### src/rtl/ipt_pkg.sv
package ipt_pkg;
    typedef enum logic [1:0] {
        ST_IDLE = 2'd0,
        ST_SCAN = 2'd1,
        ST_HIT  = 2'd2,
        ST_MISS = 2'd3
    } scan_state_e;
endpackage

### src/rtl/ipt_frame_table.sv
module ipt_frame_table #(
    parameter int FRAMES  = 16,
    parameter int VPN_W   = 20,
    parameter int FRAME_W = 4
) (
    input  logic               clk_i,
    input  logic               rst_ni,
    input  logic               wr_en_i,
    input  logic               wr_allow_i,
    input  logic [FRAME_W-1:0] wr_idx_i,
    input  logic [VPN_W-1:0]   wr_vpn_i,
    input  logic               wr_valid_i,
    input  logic [FRAME_W-1:0] rd_idx_i,
    output logic [VPN_W-1:0]   rd_vpn_o,
    output logic               rd_valid_o
);
    logic [VPN_W-1:0] vpn_q   [FRAMES];
    logic             valid_q [FRAMES];
    logic             wr_take;

    assign wr_take = wr_en_i && wr_allow_i;

    for (genvar g = 0; g < FRAMES; g++) begin : g_slot
        logic sel;
        assign sel = wr_take && (wr_idx_i == FRAME_W'(g));

        always_ff @(posedge clk_i or negedge rst_ni) begin
            if (!rst_ni) begin
                valid_q[g] <= 1'b0;
                vpn_q[g]   <= '0;
            end else if (sel) begin
                valid_q[g] <= wr_valid_i;
                vpn_q[g]   <= wr_vpn_i;
            end
        end
    end

    always_comb begin
        rd_vpn_o   = '0;
        rd_valid_o = 1'b0;
        if (int'(rd_idx_i) < FRAMES) begin
            rd_vpn_o   = vpn_q[rd_idx_i];
            rd_valid_o = valid_q[rd_idx_i];
        end
    end


    blocked_write_chk: assert property (@(posedge clk_i) disable iff (!rst_ni)
        (wr_en_i && !wr_allow_i && int'(wr_idx_i) < FRAMES)
        |=> (vpn_q[$past(wr_idx_i)] == $past(vpn_q[wr_idx_i]) &&
             valid_q[$past(wr_idx_i)] == $past(valid_q[wr_idx_i])));
endmodule

### src/rtl/ipt_match.sv
module ipt_match #(
    parameter int VPN_W = 20
) (
    input  logic [VPN_W-1:0] slot_vpn_i,
    input  logic             slot_valid_i,
    input  logic [VPN_W-1:0] want_vpn_i,
    output logic             match_o
);
    always_comb begin
        match_o = slot_valid_i && (slot_vpn_i == want_vpn_i);
    end
endmodule

### src/rtl/ipt_scan_fsm.sv
module ipt_scan_fsm
    import ipt_pkg::*;
#(
    parameter int FRAMES  = 16,
    parameter int FRAME_W = 4
) (
    input  logic               clk_i,
    input  logic               rst_ni,
    input  logic               req_i,
    input  logic               match_i,
    output logic [FRAME_W-1:0] idx_o,
    output logic               busy_o,
    output logic               done_o,
    output logic               hit_o,
    output logic               miss_o,
    output logic               load_o,
    output logic               found_o
);
    localparam logic [FRAME_W-1:0] LAST_IDX = FRAME_W'(FRAMES - 1);

    scan_state_e       state_q, state_d;
    logic [FRAME_W-1:0] idx_q, idx_d;
    logic              at_last;

    assign at_last = (idx_q == LAST_IDX);

    always_comb begin
        state_d = state_q;
        idx_d   = idx_q;
        unique case (state_q)
            ST_IDLE: begin
                if (req_i) begin
                    state_d = ST_SCAN;
                    idx_d   = '0;
                end
            end
            ST_SCAN: begin
                if (match_i) begin
                    state_d = ST_HIT;
                end else if (at_last) begin
                    state_d = ST_MISS;
                end else begin
                    idx_d = idx_q + 1'b1;
                end
            end
            ST_HIT:  state_d = ST_IDLE;
            ST_MISS: state_d = ST_IDLE;
            default: state_d = ST_IDLE;
        endcase
    end

    always_ff @(posedge clk_i or negedge rst_ni) begin
        if (!rst_ni) begin
            state_q <= ST_IDLE;
            idx_q   <= '0;
        end else begin
            state_q <= state_d;
            idx_q   <= idx_d;
        end
    end

    always_comb begin
        busy_o  = 1'b0;
        done_o  = 1'b0;
        hit_o   = 1'b0;
        miss_o  = 1'b0;
        load_o  = 1'b0;
        found_o = 1'b0;
        unique case (state_q)
            ST_IDLE: load_o = req_i;
            ST_SCAN: begin
                busy_o  = 1'b1;
                found_o = match_i;
            end
            ST_HIT: begin
                done_o = 1'b1;
                hit_o  = 1'b1;
            end
            ST_MISS: begin
                done_o = 1'b1;
                miss_o = 1'b1;
            end
            default: ;
        endcase
    end

    assign idx_o = idx_q;


    done_pulse_chk: assert property (@(posedge clk_i) disable iff (!rst_ni)
        done_o |=> !done_o);


    hit_miss_excl_chk: assert property (@(posedge clk_i) disable iff (!rst_ni)
        !(hit_o && miss_o));


    miss_at_end_chk: assert property (@(posedge clk_i) disable iff (!rst_ni)
        (busy_o && at_last && !match_i) |=> miss_o);


    hit_after_match_chk: assert property (@(posedge clk_i) disable iff (!rst_ni)
        (busy_o && match_i) |=> (hit_o && $past(idx_o) == idx_o));


    busy_not_done_chk: assert property (@(posedge clk_i) disable iff (!rst_ni)
        !(busy_o && done_o));
endmodule

### src/rtl/ipt_search.sv
module ipt_search #(
    parameter int FRAMES   = 16,
    parameter int VA_W     = 32,
    parameter int OFFSET_W = 12,
    localparam int FRAME_W = (FRAMES > 1) ? $clog2(FRAMES) : 1,
    localparam int VPN_W   = VA_W - OFFSET_W,
    localparam int PA_W    = FRAME_W + OFFSET_W
) (
    input  logic               clk_i,
    input  logic               rst_ni,
    input  logic               req_i,
    input  logic [VA_W-1:0]    vaddr_i,
    output logic               busy_o,
    output logic               done_o,
    output logic               hit_o,
    output logic               miss_o,
    output logic [PA_W-1:0]    paddr_o,
    input  logic               wr_en_i,
    input  logic [FRAME_W-1:0] wr_idx_i,
    input  logic [VPN_W-1:0]   wr_vpn_i,
    input  logic               wr_valid_i
);
    logic [VPN_W-1:0]    want_vpn_q;
    logic [OFFSET_W-1:0] offset_q;
    logic [PA_W-1:0]     paddr_q;
    logic [FRAME_W-1:0]  scan_idx;
    logic [VPN_W-1:0]    slot_vpn;
    logic                slot_valid;
    logic                slot_match;
    logic                busy, load, found;
    logic                idle;

    assign idle = !busy && !done_o;

    ipt_frame_table #(
        .FRAMES (FRAMES),
        .VPN_W  (VPN_W),
        .FRAME_W(FRAME_W)
    ) u_table (
        .clk_i     (clk_i),
        .rst_ni    (rst_ni),
        .wr_en_i   (wr_en_i),
        .wr_allow_i(idle),
        .wr_idx_i  (wr_idx_i),
        .wr_vpn_i  (wr_vpn_i),
        .wr_valid_i(wr_valid_i),
        .rd_idx_i  (scan_idx),
        .rd_vpn_o  (slot_vpn),
        .rd_valid_o(slot_valid)
    );

    ipt_match #(.VPN_W(VPN_W)) u_match (
        .slot_vpn_i  (slot_vpn),
        .slot_valid_i(slot_valid),
        .want_vpn_i  (want_vpn_q),
        .match_o     (slot_match)
    );

    ipt_scan_fsm #(
        .FRAMES (FRAMES),
        .FRAME_W(FRAME_W)
    ) u_fsm (
        .clk_i  (clk_i),
        .rst_ni (rst_ni),
        .req_i  (req_i),
        .match_i(slot_match),
        .idx_o  (scan_idx),
        .busy_o (busy),
        .done_o (done_o),
        .hit_o  (hit_o),
        .miss_o (miss_o),
        .load_o (load),
        .found_o(found)
    );

    always_ff @(posedge clk_i or negedge rst_ni) begin
        if (!rst_ni) begin
            want_vpn_q <= '0;
            offset_q   <= '0;
        end else if (load) begin
            want_vpn_q <= vaddr_i[VA_W-1:OFFSET_W];
            offset_q   <= vaddr_i[OFFSET_W-1:0];
        end
    end

    always_ff @(posedge clk_i or negedge rst_ni) begin
        if (!rst_ni) begin
            paddr_q <= '0;
        end else if (found) begin
            paddr_q <= {scan_idx, offset_q};
        end
    end

    assign busy_o  = busy;
    assign paddr_o = paddr_q;


    req_ignored_chk: assert property (@(posedge clk_i) disable iff (!rst_ni)
        (busy_o && req_i) |=> ($stable(want_vpn_q) && $stable(offset_q)));


    hit_offset_chk: assert property (@(posedge clk_i) disable iff (!rst_ni)
        hit_o |-> (paddr_o[OFFSET_W-1:0] == offset_q));


    miss_hold_chk: assert property (@(posedge clk_i) disable iff (!rst_ni)
        miss_o |-> $stable(paddr_o));
endmodule

### config.mk
export PLATFORM = sky130hd
export DESIGN_NAME = ipt_search
export DESIGN_NICKNAME = d
export VERILOG_FILES = /design/src/rtl/ipt_pkg.sv /design/src/rtl/ipt_frame_table.sv /design/src/rtl/ipt_match.sv /design/src/rtl/ipt_scan_fsm.sv /design/src/rtl/ipt_search.sv
export SDC_FILE = /design/constraint.sdc
export NUM_CORES = 1
export LEC_CHECK = 0
export ABC_CLOCK_PERIOD_IN_PS = 4600
export BUFFER_PORTS_ARGS = -buffer_cell sky130_fd_sc_hd__buf_2
export CAP_MARGIN = 5
export CORE_UTILIZATION = 40
export CTS_BUF_LIST = sky130_fd_sc_hd__clkbuf_8
export CTS_CLUSTER_DIAMETER = 100
export DETAILED_ROUTE_END_ITERATION = 8
export PLACE_DENSITY = 0.59
export REMOVE_ABC_BUFFERS = 1
export SYNTH_ARGS = -nofsm -noshare
export SYNTH_HDL_FRONTEND = slang
export SYNTH_HIERARCHICAL = 1
export SYNTH_SLANG_ARGS = --single-unit
export TNS_END_PERCENT = 10
### constraint.sdc
create_clock -name clk_i -period 4.6 [get_ports clk_i]
set_clock_uncertainty 0.1 [all_clocks]
set_input_delay 0.92 -clock clk_i [delete_from_list [all_inputs] [get_ports clk_i]]
set_output_delay 0.92 -clock clk_i [all_outputs]
set_load 0.03 [all_outputs]
==> impl_metrics.py, run 1 <==
metrics = {
    "route": {
        "met2_length_um": 20200,
        "wl_um": 43700,
        "wl_per_cell_um": 23.9,
        "wl_met3_um": 1960,
        "met1_length_um": 20700,
        "vias_per_cell": 5.41,
        "drc_errors": 0,
        "top_layer_used": "met5",
        "ant_nets": 0,
        "vias": 9909,
        "drtIter0Drc": 601,
        "firstDrtPassIters": 5,
    },
    "die": {
        "core_area_mm2": 0.0443,
        "die_w_um": 214,
        "ios": 81,
        "die_area_mm2": 0.0458,
        "rows": 77,
        "start_util": 0.406,
        "die_h_um": 214,
    },
    "sta": {
        "fin_ws_ps": 305,
        "holdWs_ps": 217,
        "final_hold_viol_count": 0,
        "fmax_mhz": 233,
        "maxSlewHeadroom": 0.266,
        "setup-violations-final": 0,
        "period_share": 0.934,
        "grt_setup_unrepaired": "no",
        "finalCriticalPeriod_ps": 4300,
        "worstMarginPinSlew_ps": 1100,
        "setup_tns_ps": 0,
        "slew_violations": 0,
    },
    "clock_network": {
        "clk_latency_ps": 610,
        "ctsLongestPathBuffers": 3,
        "cts_sinks": 390,
        "clk_pin_slew_ps": 60,
        "cts_tree": "yes",
        "cts_root_buf": "clkbuf_8",
        "h-tree-depth": 3,
        "cts_made_buffers": 70,
    },
    "global_route": {
        "grt_pass1_wl_um": 68000,
        "grt_max_degree": 103,
        "antenna_found_initial": 1,
        "grt_pass1_vias": 10700,
        "track_usage": 0.197,
        "grt_overflow": 0,
    },
    "synth": {
        "synth_top_area_frac": 0.543,
        "synth.top_cells.by_count": "390 x dfrtp_1, 303 x mux2_2, 80 x mux2_4",
        "ys_types": 48,
        "synthTopCellsByArea": "dfrtp_1 54%, mux2_2 19%, mux2_4 6.7%",
        "ys_ff_latch": 390,
        "synth_edf_count": 0,
        "synth_area_mm2": 0.0180,
        "ys_seq_area_frac": 0.543,
        "synth_flop_cell": "dfrtp_1",
        "yosysMostFrequentCell": "dfrtp_1",
        "syn_inst": 1093,
        "avgSynthCellArea_um2": 16.5,
        "ys_async_sr_fraction": 1.00,
        "yosys.area.top_type": "dfrtp_1",
        "synth_warnings": 6,
    },
    "finish": {
        "antenna_cells": 0,
        "n_fill_cell": 3871,
        "final_cell_count_no_fill": 1831,
        "nets": 1263,
        "regArea_mm2": 0.00977,
        "multi_input_area_mm2": 0.00767,
        "area_delta_synth_final_pct": 13.3,
        "layout-drive-gt1-share": 0.546,
    },
    "critical_path": {
        "rrSetupSlack_ps": 300,
        "critPathCaptureType": "register",
        "crit_required_ps": 5000,
        "critPathMaxStageDelay_ps": 900,
        "slowest_stage": "dfrtp_4",
        "path_class": "register to register",
        "cp_max_fo": 46,
        "cp_common_cell": "buf_4",
        "arrival_ps": 4690,
        "crit_path_cell_trace": "buf_4 > mux4_2 > a22oi_1 > nand2_1 > xor2_1 > nor4_1 > buf_4 > nand4_1 > nor4_2 > and2_1 > buf_12 > mux2_2",
        "start_kind": "register",
    },
    "placement": {
        "hpwl_um": 25700,
        "dp.cells": 1720,
        "placement.io_buffers": 80,
        "dp_slack_ps": 115,
        "gp_congestion": 0.753,
    },
    "power": {
        "comb_power_share": 0.299,
        "swShare": 0.295,
        "power_frac_seq": 0.440,
        "power.switching_mw": 3.57,
        "ir_drop_mv": 0.223,
        "p_int_mw": 8.56,
        "power.leakage_nw": 9.85,
        "clkPwrFrac": 0.262,
        "total_power_mw": 12.1,
        "powerDensity_mw_per_mm2": 595,
    },
    "job": {
        "max_cap_violations": 0,
    },
    "min_path": {
        "holdCritPathClass": "input pin to asynchronous set/reset pin",
    },
    "run_status": {
        "status": "complete, no violations",
    },
}
## power by group through the flow
stage	clock network [mW]	registers, mW	logic, mW
3_3_place_gp	0	5.38	3.53
4_1_cts	3.29	5.37	3.61
2_1_floorplan	0	5.22	2.58
3_5_place_dp	0	5.42	3.60
5_1_grt	3.45	5.49	3.88
6_report	3.17	5.33	3.63
## through the flow
stage	util	cell area, µm²
2_1_floorplan	-	17400
3_3_place_gp	0.429	19000
3_5_place_dp	0.429	19000
4_1_cts	0.459	20300
6_report	0.460	20400
5_1_grt	0.460	20400
## routing by layer
layer  global-route usage  vias to the layer above
met2                0.303                      228
met3               0.0369                       66
met1                0.283                     5321
met5                    0                        -
li1                     -                     4292
met4               0.0633                        2
## sequential cells by signal, summed over array words and instances (netlist names)
register,cells
u_fsm/state_q,2
u_fsm/idx_o,4
u_table/vpn_q,320
want_vpn_q,20
offset_q,12
u_table/valid_q,16
paddr_o,16
## final cells by class
class | instances | share of cell area
clock buffer | 88 | 0.0595
clock inverter | 22 | 0.00688
inverter | 4 | 0.000737
multi-input combinational | 613 | 0.377
sequential | 390 | 0.479
tap | 592 | 0.0364
timing repair buffer | 122 | 0.0405
## logic make-up (layout without fill, tap and decap cells)
group                    Yosys count  in the layout  synth area share
XOR/XNOR                          20             20           0.00974
multiplexers                     470            470             0.370
flip-flops                       390            390             0.543
buffers and inverters             90            236            0.0344
AO/OA/AOI/OAI                     47             47            0.0199
adder cells (fa/ha/maj)            1              1          0.000696
AND/OR/NAND/NOR                   75             75            0.0225
## worst max-delay path, delay by kind of cell, from the launching register on
family,cells,cell delay (ps)
AO/OA/AOI/OAI,1,210
multiplexers,2,640
AND/OR/NAND/NOR,5,1450
XOR/XNOR,1,160
flip-flops,1,900
buffers and inverters,3,660
## worst paths after layout
check | start | end | depth (start not counted)
setup reg to reg | u_fsm/idx_o[1] | paddr_o[2] | 12
hold / removal | rst_ni | offset_q[0] | 1
min in group clk_i | u_table/vpn_q[53] | u_table/vpn_q[53] | 1
hold reg to reg | u_table/vpn_q[53] | u_table/vpn_q[53] | 1
setup / recovery | u_fsm/idx_o[1] | paddr_o[2] | 12
max in group asynchronous | rst_ni | u_table/vpn_q[1] | 2
## repair_timing
action | CTS | global route
endpoints found under the setup margin | 0 | 6
hold buffers | 0 | 0
resized for setup | 0 | 0
endpoints found under the hold margin | 0 | 0
buffers inserted | 0 | 1
## placed cells by master, fill, tap and decap left out, types with 19 or more instances in the layout
cell type / n
inv_1: 19
buf_2: 79
nand2_1: 25
clkbuf_8: 88
mux2_4: 80
dfrtp_1: 388
mux4_2: 50
a22oi_1: 42
buf_4: 34
mux2_2: 303
mux4_1: 27
Note: power is estimated with default switching activity, not from simulation.
==> inputs of run 2 (changes only) <==
Settings changed: CORE_ASPECT_RATIO from default to 1.4.
==> impl_metrics.py, run 2 (synthesized netlist as in run 1, its figures left out) <==
metrics = {
    "run_status": {
        "status": "complete, no violations",
    },
    "route": {
        "drtIter0Drc": 649,
        "drc_errors": 0,
        "firstDrtPassIters": 5,
        "wl_um": 43400,
        "vias_per_cell": 5.48,
        "wl_per_cell_um": 24.2,
        "vias": 9859,
        "ant_nets": 0,
    },
    "critical_path": {
        "start_kind": "register",
        "cp_max_fo": 28,
        "path_class": "register to register",
        "critPathCaptureType": "register",
        "arrival_ps": 4700,
        "crit_required_ps": 5010,
    },
    "placement": {
        "place_area_mm2": 0.0189,
        "dp_slack_ps": 301,
        "placement.io_buffers": 80,
        "hpwl_um": 25500,
        "gp_congestion": 0.769,
        "dp.cells": 1687,
    },
    "finish": {
        "regMostFlops": "u_table/vpn_q",
        "mostFrequentLayoutCells": "388 x dfrtp_1, 303 x mux2_2, 80 x mux2_4, 79 x buf_2, 75 x clkbuf_8",
        "design_area_mm2": 0.0202,
        "layout-drive-gt1-share": 0.542,
        "area_delta_synth_final_pct": 12.1,
        "nets": 1254,
        "multi_input_area_mm2": 0.00765,
        "final_util": 0.457,
        "n_fill_cell": 3872,
        "reg_top3": "u_table/vpn_q (320), want_vpn_q (20)",
        "regArea_mm2": 0.00977,
        "layout_commonest_cell": "dfrtp_1",
        "final_cell_count_no_fill": 1798,
        "largest_reg_flops": 320,
    },
    "die": {
        "core_area_mm2": 0.0442,
        "die_area_mm2": 0.0458,
        "die_w_um": 181,
        "ios": 81,
        "rows": 91,
        "die_h_um": 253,
        "start_util": 0.407,
    },
    "sta": {
        "fin_ws_ps": 304,
        "maxSlewHeadroom": 0.276,
        "fmax_mhz": 233,
        "setup-violations-final": 0,
        "final_hold_viol_count": 0,
        "slew_violations": 0,
        "worstMarginPinSlew_ps": 1080,
        "grt_setup_unrepaired": "no",
        "period_share": 0.934,
        "finalCriticalPeriod_ps": 4300,
        "holdWs_ps": 237,
        "setup_tns_ps": 0,
    },
    "power": {
        "ir_drop_mv": 0.255,
        "power.leakage_nw": 9.81,
        "powerDensity_mw_per_mm2": 586,
        "total_power_mw": 11.8,
    },
    "global_route": {
        "antenna_found_initial": 2,
        "grt_pass1_wl_um": 67800,
        "grt_pass1_vias": 10600,
        "track_usage": 0.197,
        "grt_overflow": 0,
        "grt_max_degree": 95,
    },
    "clock_network": {
        "cts_setup_buffers": 0,
        "ctsLongestPathBuffers": 3,
        "h-tree-depth": 2,
        "clk_pin_slew_ps": 60,
        "cts_hold_buf": 0,
        "cts_root_buf": "clkbuf_8",
        "cts_made_buffers": 61,
        "cts_sinks": 390,
        "cts_tree": "yes",
        "clk_latency_ps": 630,
        "cts_resized": 0,
    },
    "job": {
        "max_cap_violations": 0,
    },
    "min_path": {
        "holdCritPathClass": "input pin to asynchronous set/reset pin",
    },
}
[run 2: critical path: stages, from the launching register on]
cell and delay, ps:
dfrtp_4 820, buf_12 280, mux4_4 650, a22oi_1 200, nand2_1 90, xor2_1 170, nor4_1 420, nand3_1 180
nor4_2 390, and2_1 200, buf_4 290, mux2_2 370
[run 2: final cells by class]
type / instances / area share
flip-flops and latches: 390 / 0.484
multi-input cells: 613 / 0.379
well taps: 558 / 0.0346
clock inverters: 35 / 0.0101
inverters: 4 / 0.000744
diodes: 1 / 0.000124
clock buffers: 75 / 0.0512
repair buffers: 122 / 0.0397
[run 2: routing by layer]
layer  routed length [µm]  GRT usage  vias to the layer above
met5                    8          0                        -
met4                  921     0.0596                        2
met3                 2100     0.0299                       62
met2                21200      0.320                      257
met1                19200      0.272                     5269
li1                     -          -                     4269
[run 2: power breakdown]
group	leakage [nW]	switching, mW	internal (mW)
clock network	0.724	1.38	1.58
registers	5.19	0.789	4.56
logic	3.90	1.39	2.14
[run 2: path summary, 6_finish.rpt]
kind	start	end	slack, ps	cells past startpoint
max	u_fsm/idx_o[0]	paddr_o[4]	300	11
min	rst_ni	u_table/vpn_q[184]	240	1
max reg2reg	u_fsm/idx_o[0]	paddr_o[4]	300	11
min reg2reg	u_table/valid_q[2]	u_table/valid_q[2]	400	1
max in group asynchronous	rst_ni	u_table/vpn_q[59]	3180	2
min in group clk_i	u_table/valid_q[2]	u_table/valid_q[2]	400	1
